===== config.mk =====
export PLATFORM = sky130hd
export DESIGN_NAME = a429_rx_decoder
export DESIGN_NICKNAME = d
export VERILOG_FILES = /design/src/rtl/a429_rx_pkg.sv /design/src/rtl/a429_sample_tick.sv /design/src/rtl/a429_level_qual.sv /design/src/rtl/a429_word_framer.sv /design/src/rtl/a429_rx_decoder.sv
export SDC_FILE = /design/constraint.sdc
export NUM_CORES = 1
export LEC_CHECK = 0
export BUFFER_PORTS_ARGS = -buffer_cell sky130_fd_sc_hd__buf_4
export CAP_MARGIN = 20
export CORE_UTILIZATION = 50
export CTS_CLUSTER_DIAMETER = 40
export DETAILED_ROUTE_END_ITERATION = 12
export HOLD_SLACK_MARGIN = 0.08
export PLACE_DENSITY = 0.75
export SYNTH_ARGS = -nofsm -noshare
export SYNTH_HDL_FRONTEND = slang
export SYNTH_SLANG_ARGS = --single-unit

===== constraint.sdc =====
create_clock -name clk -period 6.48 [get_ports clk]
set_clock_uncertainty 0.15 [all_clocks]
set_input_delay 0.648 -clock clk [delete_from_list [all_inputs] [get_ports clk]]
set_output_delay 0.648 -clock clk [all_outputs]
set_load 0.05 [all_outputs]

===== src/rtl/a429_rx_pkg.sv =====
package a429_rx_pkg;
  localparam int WORD_W     = 32;
  localparam int QUAL_LEN   = 3;
  localparam int BIT_MIN    = 8;
  localparam int BIT_MAX    = 12;
  localparam int GAP_PERIOD = 10;
  localparam int GAP_NULLS  = 3;
  localparam int FAST_DIV   = 1;
  localparam int SLOW_DIV   = 8;

  typedef enum logic [1:0] {
    ST_GAP,
    ST_IDLE,
    ST_PULSE,
    ST_NULLS
  } rx_state_e;
endpackage


===== src/rtl/a429_sample_tick.sv =====
module a429_sample_tick #(
  parameter int FAST_DIV = a429_rx_pkg::FAST_DIV,
  parameter int SLOW_DIV = a429_rx_pkg::SLOW_DIV
) (
  input  logic clk,
  input  logic rst_n,
  input  logic speed_slow,
  output logic tick
);
  localparam int CW = $clog2(SLOW_DIV + 1);

  logic [CW-1:0] cnt;

  assign tick = (cnt == '0);

  always_ff @(posedge clk) begin
    if (!rst_n) begin
      cnt <= '0;
    end else if (cnt == '0) begin
      cnt <= speed_slow ? CW'(SLOW_DIV - 1) : CW'(FAST_DIV - 1);
    end else begin
      cnt <= cnt - 1'b1;
    end
  end
endmodule


===== src/rtl/a429_level_qual.sv =====
module a429_level_qual #(
  parameter int QUAL_LEN = a429_rx_pkg::QUAL_LEN
) (
  input  logic clk,
  input  logic rst_n,
  input  logic tick,
  input  logic line_one,
  input  logic line_zero,
  output logic stb,
  output logic ev_one,
  output logic ev_zero,
  output logic lvl_null,
  output logic bad
);
  localparam int HW = QUAL_LEN + 1;

  logic [HW-1:0] hist_one, hist_zero, hist_bad;
  logic          stb_q;

  always_ff @(posedge clk) begin
    if (!rst_n) begin
      hist_one  <= '0;
      hist_zero <= '0;
      hist_bad  <= '0;
      stb_q     <= 1'b0;
    end else begin
      stb_q <= tick;
      if (tick) begin
        hist_one  <= {hist_one[HW-2:0],  line_one & ~line_zero};
        hist_zero <= {hist_zero[HW-2:0], line_zero & ~line_one};
        hist_bad  <= {hist_bad[HW-2:0],  line_one & line_zero};
      end
    end
  end

  // A level event fires on the sample that completes QUAL_LEN equal samples
  assign stb      = stb_q;
  assign ev_one   = stb_q & (&hist_one[QUAL_LEN-1:0])  & ~hist_one[QUAL_LEN];
  assign ev_zero  = stb_q & (&hist_zero[QUAL_LEN-1:0]) & ~hist_zero[QUAL_LEN];
  assign lvl_null = ~|(hist_one[QUAL_LEN-1:0] | hist_zero[QUAL_LEN-1:0] |
                       hist_bad[QUAL_LEN-1:0]);
  assign bad      = stb_q & hist_bad[0];

  AST_HIST_HOLD: assert property (@(posedge clk) disable iff (!rst_n)
    !tick |=> ($stable(hist_one) && $stable(hist_zero))) else $error("hist moved without tick");
  AST_EVENT_EXCL: assert property (@(posedge clk) disable iff (!rst_n)
    !(ev_one && ev_zero)) else $error("one and zero qualified together");
endmodule


===== src/rtl/a429_word_framer.sv =====
module a429_word_framer
  import a429_rx_pkg::*;
#(
  parameter int WORD_W     = a429_rx_pkg::WORD_W,
  parameter int BIT_MIN    = a429_rx_pkg::BIT_MIN,
  parameter int BIT_MAX    = a429_rx_pkg::BIT_MAX,
  parameter int GAP_PERIOD = a429_rx_pkg::GAP_PERIOD,
  parameter int GAP_NULLS  = a429_rx_pkg::GAP_NULLS
) (
  input  logic              clk,
  input  logic              rst_n,
  input  logic              stb,
  input  logic              ev_one,
  input  logic              ev_zero,
  input  logic              lvl_null,
  input  logic              bad,
  output logic              word_stb,
  output logic [WORD_W-1:0] word
);
  localparam int SP_W = $clog2(BIT_MAX + 1);
  localparam int BC_W = $clog2(WORD_W);
  localparam int GT_W = $clog2(GAP_PERIOD);
  localparam int GC_W = $clog2(GAP_NULLS + 1);

  rx_state_e         st, st_n;
  logic [SP_W-1:0]   sp, sp_n, sp_inc;
  logic [BC_W-1:0]   bc, bc_n;
  logic [WORD_W-2:0] sr, sr_n;
  logic [GT_W-1:0]   gt, gt_n;
  logic [GC_W-1:0]   gc, gc_n;
  logic              stb_n, ev, go_gap;
  logic [WORD_W-1:0] word_n;

  assign sp_inc = sp + 1'b1;
  assign ev     = ev_one | ev_zero;

  always_comb begin
    st_n   = st;
    sp_n   = sp;
    bc_n   = bc;
    sr_n   = sr;
    gt_n   = gt;
    gc_n   = gc;
    stb_n  = 1'b0;
    word_n = word;
    go_gap = 1'b0;
    if (stb) begin
      if (bad) begin
        go_gap = 1'b1;
      end else begin
        case (st)
          ST_GAP: begin
            if (gt == GT_W'(GAP_PERIOD - 1)) begin
              gt_n = '0;
              if (lvl_null) begin
                if (gc == GC_W'(GAP_NULLS - 1)) begin
                  st_n = ST_IDLE;
                  gc_n = '0;
                end else begin
                  gc_n = gc + 1'b1;
                end
              end else begin
                gc_n = '0;
              end
            end else begin
              gt_n = gt + 1'b1;
            end
          end
          ST_IDLE: begin
            if (ev) begin
              st_n = ST_PULSE;
              sp_n = '0;
              bc_n = BC_W'(1);
              sr_n = {ev_one, sr[WORD_W-2:1]};
            end
          end
          ST_PULSE: begin
            if (ev || sp_inc >= SP_W'(BIT_MAX)) begin
              go_gap = 1'b1;
            end else begin
              sp_n = sp_inc;
              if (lvl_null) st_n = ST_NULLS;
            end
          end
          default: begin
            if (ev) begin
              if (sp_inc >= SP_W'(BIT_MIN) && sp_inc <= SP_W'(BIT_MAX)) begin
                if (bc == BC_W'(WORD_W - 1)) begin
                  stb_n  = 1'b1;
                  word_n = {~((^sr) ^ ev_one), sr};
                  st_n   = ST_GAP;
                  gt_n   = '0;
                  gc_n   = '0;
                end else begin
                  sr_n = {ev_one, sr[WORD_W-2:1]};
                  bc_n = bc + 1'b1;
                  sp_n = '0;
                  st_n = ST_PULSE;
                end
              end else begin
                go_gap = 1'b1;
              end
            end else if (sp_inc >= SP_W'(BIT_MAX)) begin
              go_gap = 1'b1;
            end else begin
              sp_n = sp_inc;
            end
          end
        endcase
      end
      if (go_gap) begin
        st_n = ST_GAP;
        gt_n = '0;
        gc_n = '0;
      end
    end
  end

  always_ff @(posedge clk) begin
    if (!rst_n) begin
      st       <= ST_GAP;
      sp       <= '0;
      bc       <= '0;
      sr       <= '0;
      gt       <= '0;
      gc       <= '0;
      word_stb <= 1'b0;
      word     <= '0;
    end else begin
      st       <= st_n;
      sp       <= sp_n;
      bc       <= bc_n;
      sr       <= sr_n;
      gt       <= gt_n;
      gc       <= gc_n;
      word_stb <= stb_n;
      word     <= word_n;
    end
  end

  AST_ILLEGAL_ABORT: assert property (@(posedge clk) disable iff (!rst_n)
    (stb && bad) |=> (st == ST_GAP && !word_stb)) else $error("illegal sample kept word");
  AST_WORD_SPACED: assert property (@(posedge clk) disable iff (!rst_n)
    word_stb |=> !word_stb) else $error("back-to-back words");
  AST_GAP_BLOCKS_START: assert property (@(posedge clk) disable iff (!rst_n)
    (st == ST_GAP) |=> (st != ST_PULSE && st != ST_NULLS)) else $error("bit taken during gap");
endmodule


===== src/rtl/a429_rx_decoder.sv =====
module a429_rx_decoder
  import a429_rx_pkg::*;
#(
  parameter int WORD_W = a429_rx_pkg::WORD_W
) (
  input  logic              clk,
  input  logic              rst_n,
  input  logic              speed_slow,
  input  logic              line_one,
  input  logic              line_zero,
  output logic              out_valid,
  input  logic              out_ready,
  output logic [WORD_W-1:0] out_data
);
  logic              tick, stb, ev_one, ev_zero, lvl_null, bad, word_stb;
  logic [WORD_W-1:0] word;

  a429_sample_tick u_tick (
    .clk(clk), .rst_n(rst_n), .speed_slow(speed_slow), .tick(tick)
  );

  a429_level_qual u_qual (
    .clk(clk), .rst_n(rst_n), .tick(tick),
    .line_one(line_one), .line_zero(line_zero),
    .stb(stb), .ev_one(ev_one), .ev_zero(ev_zero),
    .lvl_null(lvl_null), .bad(bad)
  );

  a429_word_framer #(.WORD_W(WORD_W)) u_frame (
    .clk(clk), .rst_n(rst_n), .stb(stb), .ev_one(ev_one), .ev_zero(ev_zero),
    .lvl_null(lvl_null), .bad(bad), .word_stb(word_stb), .word(word)
  );

  // Output holding stage: a newer word replaces an unaccepted one
  always_ff @(posedge clk) begin
    if (!rst_n) begin
      out_valid <= 1'b0;
      out_data  <= '0;
    end else if (word_stb) begin
      out_valid <= 1'b1;
      out_data  <= word;
    end else if (out_valid && out_ready) begin
      out_valid <= 1'b0;
    end
  end

  AST_VALID_HOLD: assert property (@(posedge clk) disable iff (!rst_n)
    (out_valid && !out_ready) |=> out_valid) else $error("valid dropped early");
  AST_DATA_STABLE: assert property (@(posedge clk) disable iff (!rst_n)
    (out_valid && !out_ready && !word_stb) |=> $stable(out_data)) else $error("held data changed");
  AST_RELEASE: assert property (@(posedge clk) disable iff (!rst_n)
    (out_valid && out_ready && !word_stb) |=> !out_valid) else $error("valid stuck after accept");
endmodule


; After elaboration in Yosys (flattened, before gate mapping)
; Index checks and enable logic that the tools add are counted.
[totals]
reg_bits = 130
in_bits = 6
wordCells = 151
[op_classes]
addsub = 5
magnitude_cmp = 3
n_eq_ne = 19
n_mux = 57
bitwise = 25
n_reduce_logical = 27
[ops]
columns = op, count
row1 = $mux W31, 4
row2 = $pmux W31 S2, 1
row3 = $mux W4, 13
row4 = $mux W2, 19
row5 = $reduce_xor A31 Y1, 1
row6 = $mux W5, 4
row7 = $reduce_and A6 Y1, 3
row8 = $not A1 Y1, 13
row9 = $pmux W4 S3, 1
row10 = $pmux W5 S2, 1
row11 = $reduce_and A10 Y1, 1
row12 = $mux W1, 9
row13 = $ne A3 B1 Y1 const B, 3
row14 = $ne A3 B2 Y1 const B, 3
row15 = $reduce_bool A3 Y1, 3
row16 = $add A4 B1 Y4 const B, 2
row17 = $and A1 B1 Y1, 8
row18 = $ge A4 B4 Y1 const B, 2
row19 = $ne A4 B4 Y1 const B, 2
row20 = $pmux W4 S2, 1
row21 = $reduce_and A8 Y1, 1
row22 = $reduce_or A8 Y1, 1
row23 = $reduce_and A7 Y1, 1
row24 = $ne A2 B1 Y1 const B, 3
row25 = other kinds (27), 36

; Longest topological paths before layout
; Gate-level depths: netlist of run 1.
[logic_depth]
depth_word = 11
mapped_depth = 10

; By module
; Synthesis of run 1 repeated with hierarchy kept, for this count alone.
[hier_totals]
cells_unflattened = 592
area_unflattened_um2 = 5611.6
[modules_own_cells]
columns = mod, n_inst, cells_per_inst, area_per_inst_um2, seq_area_each_um2
row1 = a429_word_framer, 1, 416, 3642.2, 1621.6
row2 = a429_rx_decoder, 1, 106, 1277.5, 660.6
row3 = a429_level_qual, 1, 49, 504.2, 240.2
row4 = a429_sample_tick, 1, 21, 187.7, 80.1

; Least setup slack after synthesis of run 1
; No wires, ideal clock.
[synth_path]
path_kind = register -> register
from = reg u_frame.bc[0]
to = reg u_frame.sr[10]
setup_time_ps = 122
t_arrival_ps = 2272
required_ps = 6208
setup_slack_ps = 3936
path_stages_with_launch = 11
n_path_buf = 2
synth_period_minus_slack_ps = 2544
cell_sequence = dfxtp_1 -> ha_1 -> and3_1 -> ha_1 -> a2111oi_1 -> nor2_1 -> or2_2 -> clkbuf_1 -> clkbuf_1 -> nand2_1 -> a21boi_0
[synth_via]
elab_chain_len = 3
[synth_rtl]
columns = element, line
row1 = start: declaration, a429_word_framer.sv:27  ; logic [BC_W-1:0] bc, bc_n;
row2 = start signal: assignment, a429_word_framer.sv:132  ; bc <= bc_n;
row3 = $eq A5 B5 Y1, a429_word_framer.sv:88  ; if (bc == BC_W'(WORD_W - 1)) begin
row4 = $ne A2 B2 Y1 (no source line), -
row5 = $reduce_and A6 Y1 (no source line), -
row6 = end signal: assignment, a429_word_framer.sv:133  ; sr <= sr_n;
row7 = end: declaration, a429_word_framer.sv:28  ; logic [WORD_W-2:0] sr, sr_n;
; Every way passes these cells.
; A chain may end at the register's enable or synchronous reset.

; Worst setup path in the final report of run 1
[layout_path]
from = reg u_frame.bc[0]
to = reg u_frame.sr[6]
; Same word-level chain as after synthesis.

==> flow_summary.toml, run 1 <==
[placed_design]
io_buffers = 38
gp_congestion = 0.8441
pre_cts_ws_ps = 3251
hpwl_um = 6447
dp.cells = 765

[sta]
finalHoldWorstSlack_ps = 199.2
fin_tns_setup_ps = 0
slew_violations = 0
fin_crit_sh_pct = 47.52
setup_ws_ps = 3401
period_minus_slack_ps = 3079
max_freq_mhz = 324.8
maxSlewHeadroom_pct = 30.98
worst_pin_slew_ps = 1035
setup_viol = 0
hold_viol = 0
rsz0062_at_grt = "false"

[final_layout]
final_layout_size_suffix_gt1_share_pct = 12.01
area_growth_pct = 16.62
diodes = 0
instances_no_fill = 798
nNetsFinal = 662

[clock_network]
cts_root_buf = "clkbuf_8"
cts.sink_count = 130
post_cts_resize_count = 0
clkSlewWorstSetupHoldPaths_ps = 60
h-tree-depth = 4
cts_buffer_depth = 2
cts_tree = "built"
clkLatencyLatePin_ps = 520
postCtsSetupBuffers = 0
cts_buffers = 17
hold_buffers = 0

[die]
die_y_um = 107.8
pin_count = 39
rows = 38
core_region_area_um2 = 10890
initial_core_util_pct = 51.37
die-area_um2 = 11610
dieWidth_um = 107.8

[power_and_ir_drop]
vdd_ir_drop_max_mv = 0.3041
powerDensity_nw_per_um2 = 299.3
power_mw = 1.952
p_leak_nw = 2.283

[global_routing]
grt_max_degree = 120
grt_pass1_vias = 4016
overflow = 0
antenna_found_initial = 0
grt.total_usage_pct = 19.38
grt_pass1_wl_um = 17680

[detailed_routing]
drcViolationCount = 0
dr_total_vias = 4136
wl_per_cell_um = 12.75
drt-initial-drc-count = 195
drt-pass1-iter-count = 4
postRouteAntennaNets = 0
vias_per_cell = 5.183
routed_wl_um = 10180

[synthesis]
yosys-top-cells-area = "dfxtp_1, nand2_1, a21boi_0"
ys_seq_area_share_pct = 46.53
async_flop_share_pct = 0
yosys_most_used_dff = "dfxtp_1"
synth_top_area_cell = "dfxtp_1"
syn-num-nets = 638
synth_edf_count = 0
syn-cell-area_um2 = 5593
yosysWarnings = 0
avgSynthCellArea_um2 = 9.006
yosysUniqueCellTypes = 49
synth_top_cell_area_share_pct = 46.53
ys_seq_elements = 130
syn_inst = 621

[flow_run]
maxCapViolCount = 0

[setup_path]
critPathCaptureType = "flip-flop"
worstSetupPathType = "flip-flop to flip-flop"
cp.arrival_ps = 3360
reg2reg_setup_slack_ps = 3400
critPathMaxFanout = 17
cp.required_ps = 6770
cp-start-kind = "flip-flop"

[status]
status = "finished clean"

[min_path]
hold_path_class = "primary input to flip-flop"
## kinds of logic (layout without fill, tap and decap cells)
| group | after synthesis | after routing | synth area share [%] |
|---|---|---|---|
| simple gates | 247 | 247 | 20.47 |
| flops | 130 | 130 | 46.53 |
| compound gates | 121 | 121 | 15.77 |
| buf+inv | 45 | 82 | 3.221 |
| mux | 35 | 35 | 6.286 |
| xor+xnor | 32 | 32 | 5.257 |
| fa+ha+maj | 11 | 11 | 2.461 |
## per-stage QoR
stage	instance area [µm²]	utilization [%]
detailed placement	5924	54.41
CTS	6507	59.77
finish	6523	59.91
floorplan	5593	-
global placement	5924	54.41
global route	6523	59.91
## cell usage in the layout (no fill, tap or decap), drive strengths merged, types with 8 or more instances in the layout
cell / instances
nor3: 9
a22o: 11
a21boi: 65
xnor2: 25
buf: 40
dfxtp: 130
o21ai: 15
inv: 11
nand2: 143
ha: 11
nor2: 18
mux2i: 34
clkbuf: 19
a21oi: 8
nor2b: 39
clkinv: 8
## critical path: stages, from the launching register on
cell and delay [ps]:
dfxtp_1 330, ha_1 230, and3_1 200, ha_1 210, a2111oi_1 670, nor2_1 140, nor2_2 570, buf_8 240
nand2_1 70, a21boi_0 180
## worst paths after layout
check	to	startpoint	depth (start not counted)
max	u_frame.sr[6]	u_frame.bc[0]	9
min	u_qual.hist_one[0]	line_zero	2
max reg2reg	u_frame.sr[6]	u_frame.bc[0]	9
min reg2reg	u_frame.word[31]	u_frame.word[31]	2
## power by group
group | internal [mW] | switching, mW
combinational | 0.0712 | 0.0963
clock | 0.586 | 0.346
sequential | 0.825 | 0.0278
total | 1.48 | 0.470
## flip-flops by register name, indices dropped and copies added (netlist names), 4 cells and up
name and cells:
out_data 32, u_frame.sp 4, u_frame.sr 31, u_qual.hist_zero 4, u_tick.cnt 4, u_frame.gt 4
u_frame.bc 5, u_qual.hist_one 4, u_frame.word 32
## layer usage
metal	vias to the layer above	track usage (%)	routed length (µm)
met5	-	0	0
met4	0	8.904	153
met3	14	5.327	349
met2	67	32.97	4863
met1	1921	22.53	4810
li1	2134	-	-
## cells in the mapped netlist (2+ instances only)
master and n:
a31oi_1 2, nand4_1 2, xor2_1 6, or2_2 3, nand2_1 143, o31ai_1 2, a21oi_1 8, nor3_1 9
dfxtp_1 130, a22o_1 11, clkbuf_1 30, o21ai_0 15, and2_1 7, o21a_1 2, a211oi_1 2, mux2i_1 34
o211ai_1 2, buf_2 3, nor2_1 18, o2bb2ai_1 2, ha_1 11, nand3_1 7, nor2b_1 39, xnor2_1 25
or3_1 3, nor3b_1 2, inv_1 10, and3_1 3, a21boi_0 65, a22oi_1 2, nand2b_1 3, nand3b_1 3
## area by class of cell
| type | count | area (µm²) |
|---|---|---|
| fillers | 962 | 4365 |
| multi-input cells | 446 | 2815 |
| flip-flops and latches | 130 | 2604 |
| clock buffers | 19 | 421.7 |
| repair buffers | 40 | 307.8 |
| well taps | 140 | 175.2 |
| clock inverters | 13 | 161.4 |
| inverters | 10 | 37.54 |
No activity file was read; power rests on OpenSTA's default activity.
==> inputs of run 2 (changes only) <==
--- a/config.mk
+++ b/config.mk
@@ -11,7 +11,7 @@
 export CTS_CLUSTER_DIAMETER = 40
 export DETAILED_ROUTE_END_ITERATION = 12
 export HOLD_SLACK_MARGIN = 0.08
-export PLACE_DENSITY = 0.75
+export PLACE_DENSITY = 0.78
 export SYNTH_ARGS = -nofsm -noshare
 export SYNTH_HDL_FRONTEND = slang
 export SYNTH_SLANG_ARGS = --single-unit
==> constraint.sdc (replaced) <==
create_clock -name clk -period 2.7 [get_ports clk]
set_clock_uncertainty 0.15 [all_clocks]
set_input_delay 0.27 -clock clk [delete_from_list [all_inputs] [get_ports clk]]
set_output_delay 0.27 -clock clk [all_outputs]
set_load 0.05 [all_outputs]
==> flow_summary.toml, run 2 (synthesis results as in run 1) <==
[status]
status = "finished clean"

[sta]
worst_pin_slew_ps = 495.3
finalHoldWorstSlack_ps = 314.5
maxSlewHeadroom_pct = 66.98
hold_viol = 0
slew_violations = 0
max_freq_mhz = 390.2
period_minus_slack_ps = 2563
fin_crit_sh_pct = 94.92
setup_viol = 0
fin_tns_setup_ps = 0

[final_layout]
diodes = 0
multi_input_area_um2 = 2855
final_layout_size_suffix_gt1_share_pct = 13.48
area_growth_pct = 19.66
final_common_cell = "nand2_1"
final_cell_mix = "nand2_1, dfxtp_1, a21boi_0"
instances_no_fill = 815
nNetsFinal = 680
fill_cells = 899
stdcell_area_um2 = 6693
reg.largest.list = "out_data x32, u_frame.word x32, u_frame.sr x31"
regArea_um2 = 2604

[min_path]
hold_path_class = "flip-flop to flip-flop"

[die]
die-area_um2 = 11610
core_region_area_um2 = 10890
rows = 38
dieWidth_um = 107.8
initial_core_util_pct = 51.37
pin_count = 39
die_y_um = 107.8

[setup_path]
cp.arrival_ps = 2830
critPathMaxFanout = 3
critPathCaptureType = "flip-flop"
cp.required_ps = 2970
worstSetupPathType = "flip-flop to flip-flop"
cp-start-kind = "flip-flop"

[global_routing]
overflow = 0
grt_max_degree = 61
grt_pass1_vias = 4040
grt_pass1_wl_um = 18660
grt.total_usage_pct = 20.63
antenna_found_initial = 0

[placed_design]
placed_cell_area_um2 = 6032
io_buffers = 38
gp_congestion = 0.8117
dp.cells = 776
hpwl_um = 6925

[detailed_routing]
postRouteAntennaNets = 0
dr_total_vias = 4261
routed_wl_um = 10940
vias_per_cell = 5.228
drt-initial-drc-count = 215
drt-pass1-iter-count = 4
wl_per_cell_um = 13.42
drcViolationCount = 0

[clock_network]
cts.sink_count = 130
clkSlewWorstSetupHoldPaths_ps = 60
cts_buffer_depth = 2
cts_buffers = 17
clkLatencyLatePin_ps = 530
cts_tree = "built"
cts_root_buf = "clkbuf_8"
h-tree-depth = 4

[power_and_ir_drop]
powerDensity_nw_per_um2 = 690.7
vdd_ir_drop_max_mv = 0.3352
p_leak_nw = 2.354

[flow_run]
maxCapViolCount = 0
run 2: cell types whose count changed in the layout (fill, tap and decap cells not counted), moves of 2 or more:
cell / delta
clkbuf_1: +5
dlygate4sd3_1: +6
buf_4: +11
clkinv_4: -4
o31ai_1: -2
buf_12: +2
clkinv_2: -2
clkbuf_8: +2
run 2: critical path, cell delays in order, from the launching register on:
cell	delay [ps]
dfxtp_1	330
nor4_2	240
nand3_1	180
or4b_1	550
a222oi_1	380
o22ai_1	160
a22o_1	220
a22o_1	250
run 2: area by class of cell:
type                       instances  share of cell area [%]
inverter                          10                  0.5609
clock buffer                      26                   6.992
tap                              140                   2.617
sequential                       130                   38.90
clock inverter                     5                   1.159
multi-input combinational        446                   42.66
timing repair buffer              58                   7.104
run 2: final timing paths:
check	slack, ps	cells past startpoint	startpoint	endpoint
setup / recovery	140	7	u_qual.hist_bad[1]	u_frame.st[0]
hold / removal	310	2	u_frame.word[9]	u_frame.word[9]
setup reg to reg	140	7	u_qual.hist_bad[1]	u_frame.st[0]
hold reg to reg	310	2	u_frame.word[9]	u_frame.word[9]
run 2: power by group:
part	total [mW]	internal (mW)	switching [mW]	leakage, nW
sequential	2.04	1.98	0.0625	1.05
combinational	0.455	0.192	0.263	1.04
clock	2.12	1.35	0.770	0.263
total	4.62	3.53	1.10	2.35
run 2: through the flow:
stage	util (%)	worst slack, ps	power, mW
after global routing	61.47	-27.32	4.811
after CTS	61.01	84.68	4.646
after floorplan	-	156.3	2.406
after global placement	55.40	143.1	2.468
final	61.47	137.2	4.623
after detailed placement	55.40	34.00	2.498
run 2: layer usage:
layer,wire (µm),vias to the layer above,GRT usage (%),part of all wire [%]
met5,0,-,0,0
met4,199,0,8.904,1.8
met3,380,15,5.993,3.5
met2,5276,75,33.65,48
met1,5081,1996,25.20,46
li1,-,2175,-,-
run 2: what timing repair did:
item                       CTS  global route
setup endpoints to repair    1            39
hold endpoints to repair     8             0
pin swaps                    0             2
setup buffers                0             2
resized for setup            1             8
hold buffers                 6             0
==> inputs of run 3 (changes only) <==
--- a/config.mk
+++ b/config.mk
@@ -7,11 +7,13 @@
 export LEC_CHECK = 0
 export BUFFER_PORTS_ARGS = -buffer_cell sky130_fd_sc_hd__buf_4
 export CAP_MARGIN = 20
-export CORE_UTILIZATION = 50
+export CELL_PAD_IN_SITES_DETAIL_PLACEMENT = 0
+export CELL_PAD_IN_SITES_GLOBAL_PLACEMENT = 2
+export CORE_UTILIZATION = 34
 export CTS_CLUSTER_DIAMETER = 40
 export DETAILED_ROUTE_END_ITERATION = 12
 export HOLD_SLACK_MARGIN = 0.08
-export PLACE_DENSITY = 0.78
+export PLACE_DENSITY = 0.82
 export SYNTH_ARGS = -nofsm -noshare
 export SYNTH_HDL_FRONTEND = slang
 export SYNTH_SLANG_ARGS = --single-unit
==> flow_summary.toml, run 3 (synthesis results as in run 1) <==
[global_routing]
grt.total_usage_pct = 14.65
grt_pass1_wl_um = 19490
grt_max_degree = 62
overflow = 0
grt_pass1_vias = 4158
antenna_found_initial = 0

[detailed_routing]
vias_per_cell = 4.705
postRouteAntennaNets = 0
wl_per_cell_um = 12.58
drt-pass1-iter-count = 4
routed_wl_um = 11210
drt-initial-drc-count = 204
dr_total_vias = 4192
drcViolationCount = 0

[final_layout]
nNetsFinal = 679
fill_cells = 1575
final_common_cell = "nand2_1"
final_cell_mix = "nand2_1, dfxtp_1, a21boi_0"
final_layout_size_suffix_gt1_share_pct = 14.22
area_growth_pct = 22.55
diodes = 0
reg.largest.list = "out_data x32, u_frame.word x32, u_frame.sr x31"

[setup_path]
critPathCaptureType = "flip-flop"
critPathMaxFanout = 7
worstSetupPathType = "flip-flop to flip-flop"
reg2reg_depth = 8
cp-start-kind = "flip-flop"
cp.required_ps = 2900
reg2reg_setup_slack_ps = 180
cp.arrival_ps = 2710

[power_and_ir_drop]
vdd_ir_drop_max_mv = 0.5008
p_leak_nw = 2.387
power_mw = 4.909
powerDensity_nw_per_um2 = 716.3

[clock_network]
cts.sink_count = 130
postCtsSetupBuffers = 0
cts_buffer_depth = 2
cts_buffers = 17
cts_tree = "built"
h-tree-depth = 4
clkLatencyLatePin_ps = 420
clkSlewWorstSetupHoldPaths_ps = 60
cts_root_buf = "clkbuf_16"

[die]
rows = 46
die_y_um = 130.3
initial_core_util_pct = 35.08
core_region_area_um2 = 15940
dieWidth_um = 130.3
die-area_um2 = 16970
pin_count = 39

[min_path]
hold_path_class = "primary input to flip-flop"
hold-path-cell-count = 2

[sta]
period_minus_slack_ps = 2516
rsz0062_at_grt = "false"
setup_ws_ps = 184.2
fin_tns_setup_ps = 0
setup_viol = 0
maxSlewHeadroom_pct = 62.30
worst_pin_slew_ps = 563.0
max_freq_mhz = 397.5
finalHoldWorstSlack_ps = 189.9
fin_crit_sh_pct = 93.18
hold_viol = 0
slew_violations = 0

[placed_design]
io_buffers = 38
hpwl_um = 7274
pre_cts_ws_ps = 16.97
gp_congestion = 0.7846

[status]
status = "finished clean"

[flow_run]
maxCapViolCount = 0
==> run 3: repair_timing <==
item / CTS / global route
gates resized for setup: 1 / 2
hold endpoints to repair: 6 / 0
setup endpoints to repair: 1 / 29
hold buffers: 5 / 0
pin swaps: 0 / 1
gates cloned: 0 / 0
==> run 3: report_power, final <==
part / internal [mW] / total, mW / switching [mW] / leakage (nW)
clock: 1.55 / 2.44 / 0.883 / 0.300
sequential: 1.98 / 2.04 / 0.0630 / 1.05
combinational: 0.186 / 0.431 / 0.245 / 1.04
==> run 3: per-layer routing <==
metal	vias to the layer above	GRT usage [%]	wire (µm)
met5	-	0	0
met4	0	5.335	129
met3	8	4.797	420
met2	52	24.37	5416
met1	1963	17.58	5243
li1	2169	-	-
==> run 3: layout make-up <==
| type | instances | area [µm²] | area share (%) |
|---|---|---|---|
| Clock buffer | 17 | 425.4 | 6.207 |
| Clock inverter | 15 | 209.0 | 3.049 |
| Inverter | 10 | 37.54 | 0.5476 |
| Multi-Input combinational cell | 446 | 2830 | 41.29 |
| Sequential cell | 130 | 2604 | 37.99 |
| Tap cell | 216 | 270.3 | 3.943 |
| Timing Repair Buffer | 57 | 478.0 | 6.973 |
==> run 3: metrics by stage <==
| step | std cells | cell area, µm² | util, % |
|---|---|---|---|
| floorplan | 621 | 5593 | - |
| global placement | 854 | 6155 | 38.60 |
| detailed placement | 854 | 6155 | 38.60 |
| CTS | 891 | 6844 | 42.93 |
| global route | 891 | 6854 | 42.99 |
| finish | 891 | 6854 | 42.99 |
==> run 3: critical path, stage by stage, from the launching register on <==
cell,delay [ps]
dfxtp_1,360
ha_1,260
nand2b_1,170
o21ai_0,250
a21oi_1,150
a221oi_2,460
o31ai_2,170
or3_1,330
a21oi_1,140
==> run 3: final timing paths <==
path / from / end
setup / recovery: u_frame.sp[0] / u_frame.gt[3]
hold / removal: rst_n / out_valid
hold reg to reg: u_frame.word[3] / u_frame.word[3]
setup reg to reg: u_frame.sp[0] / u_frame.gt[3]
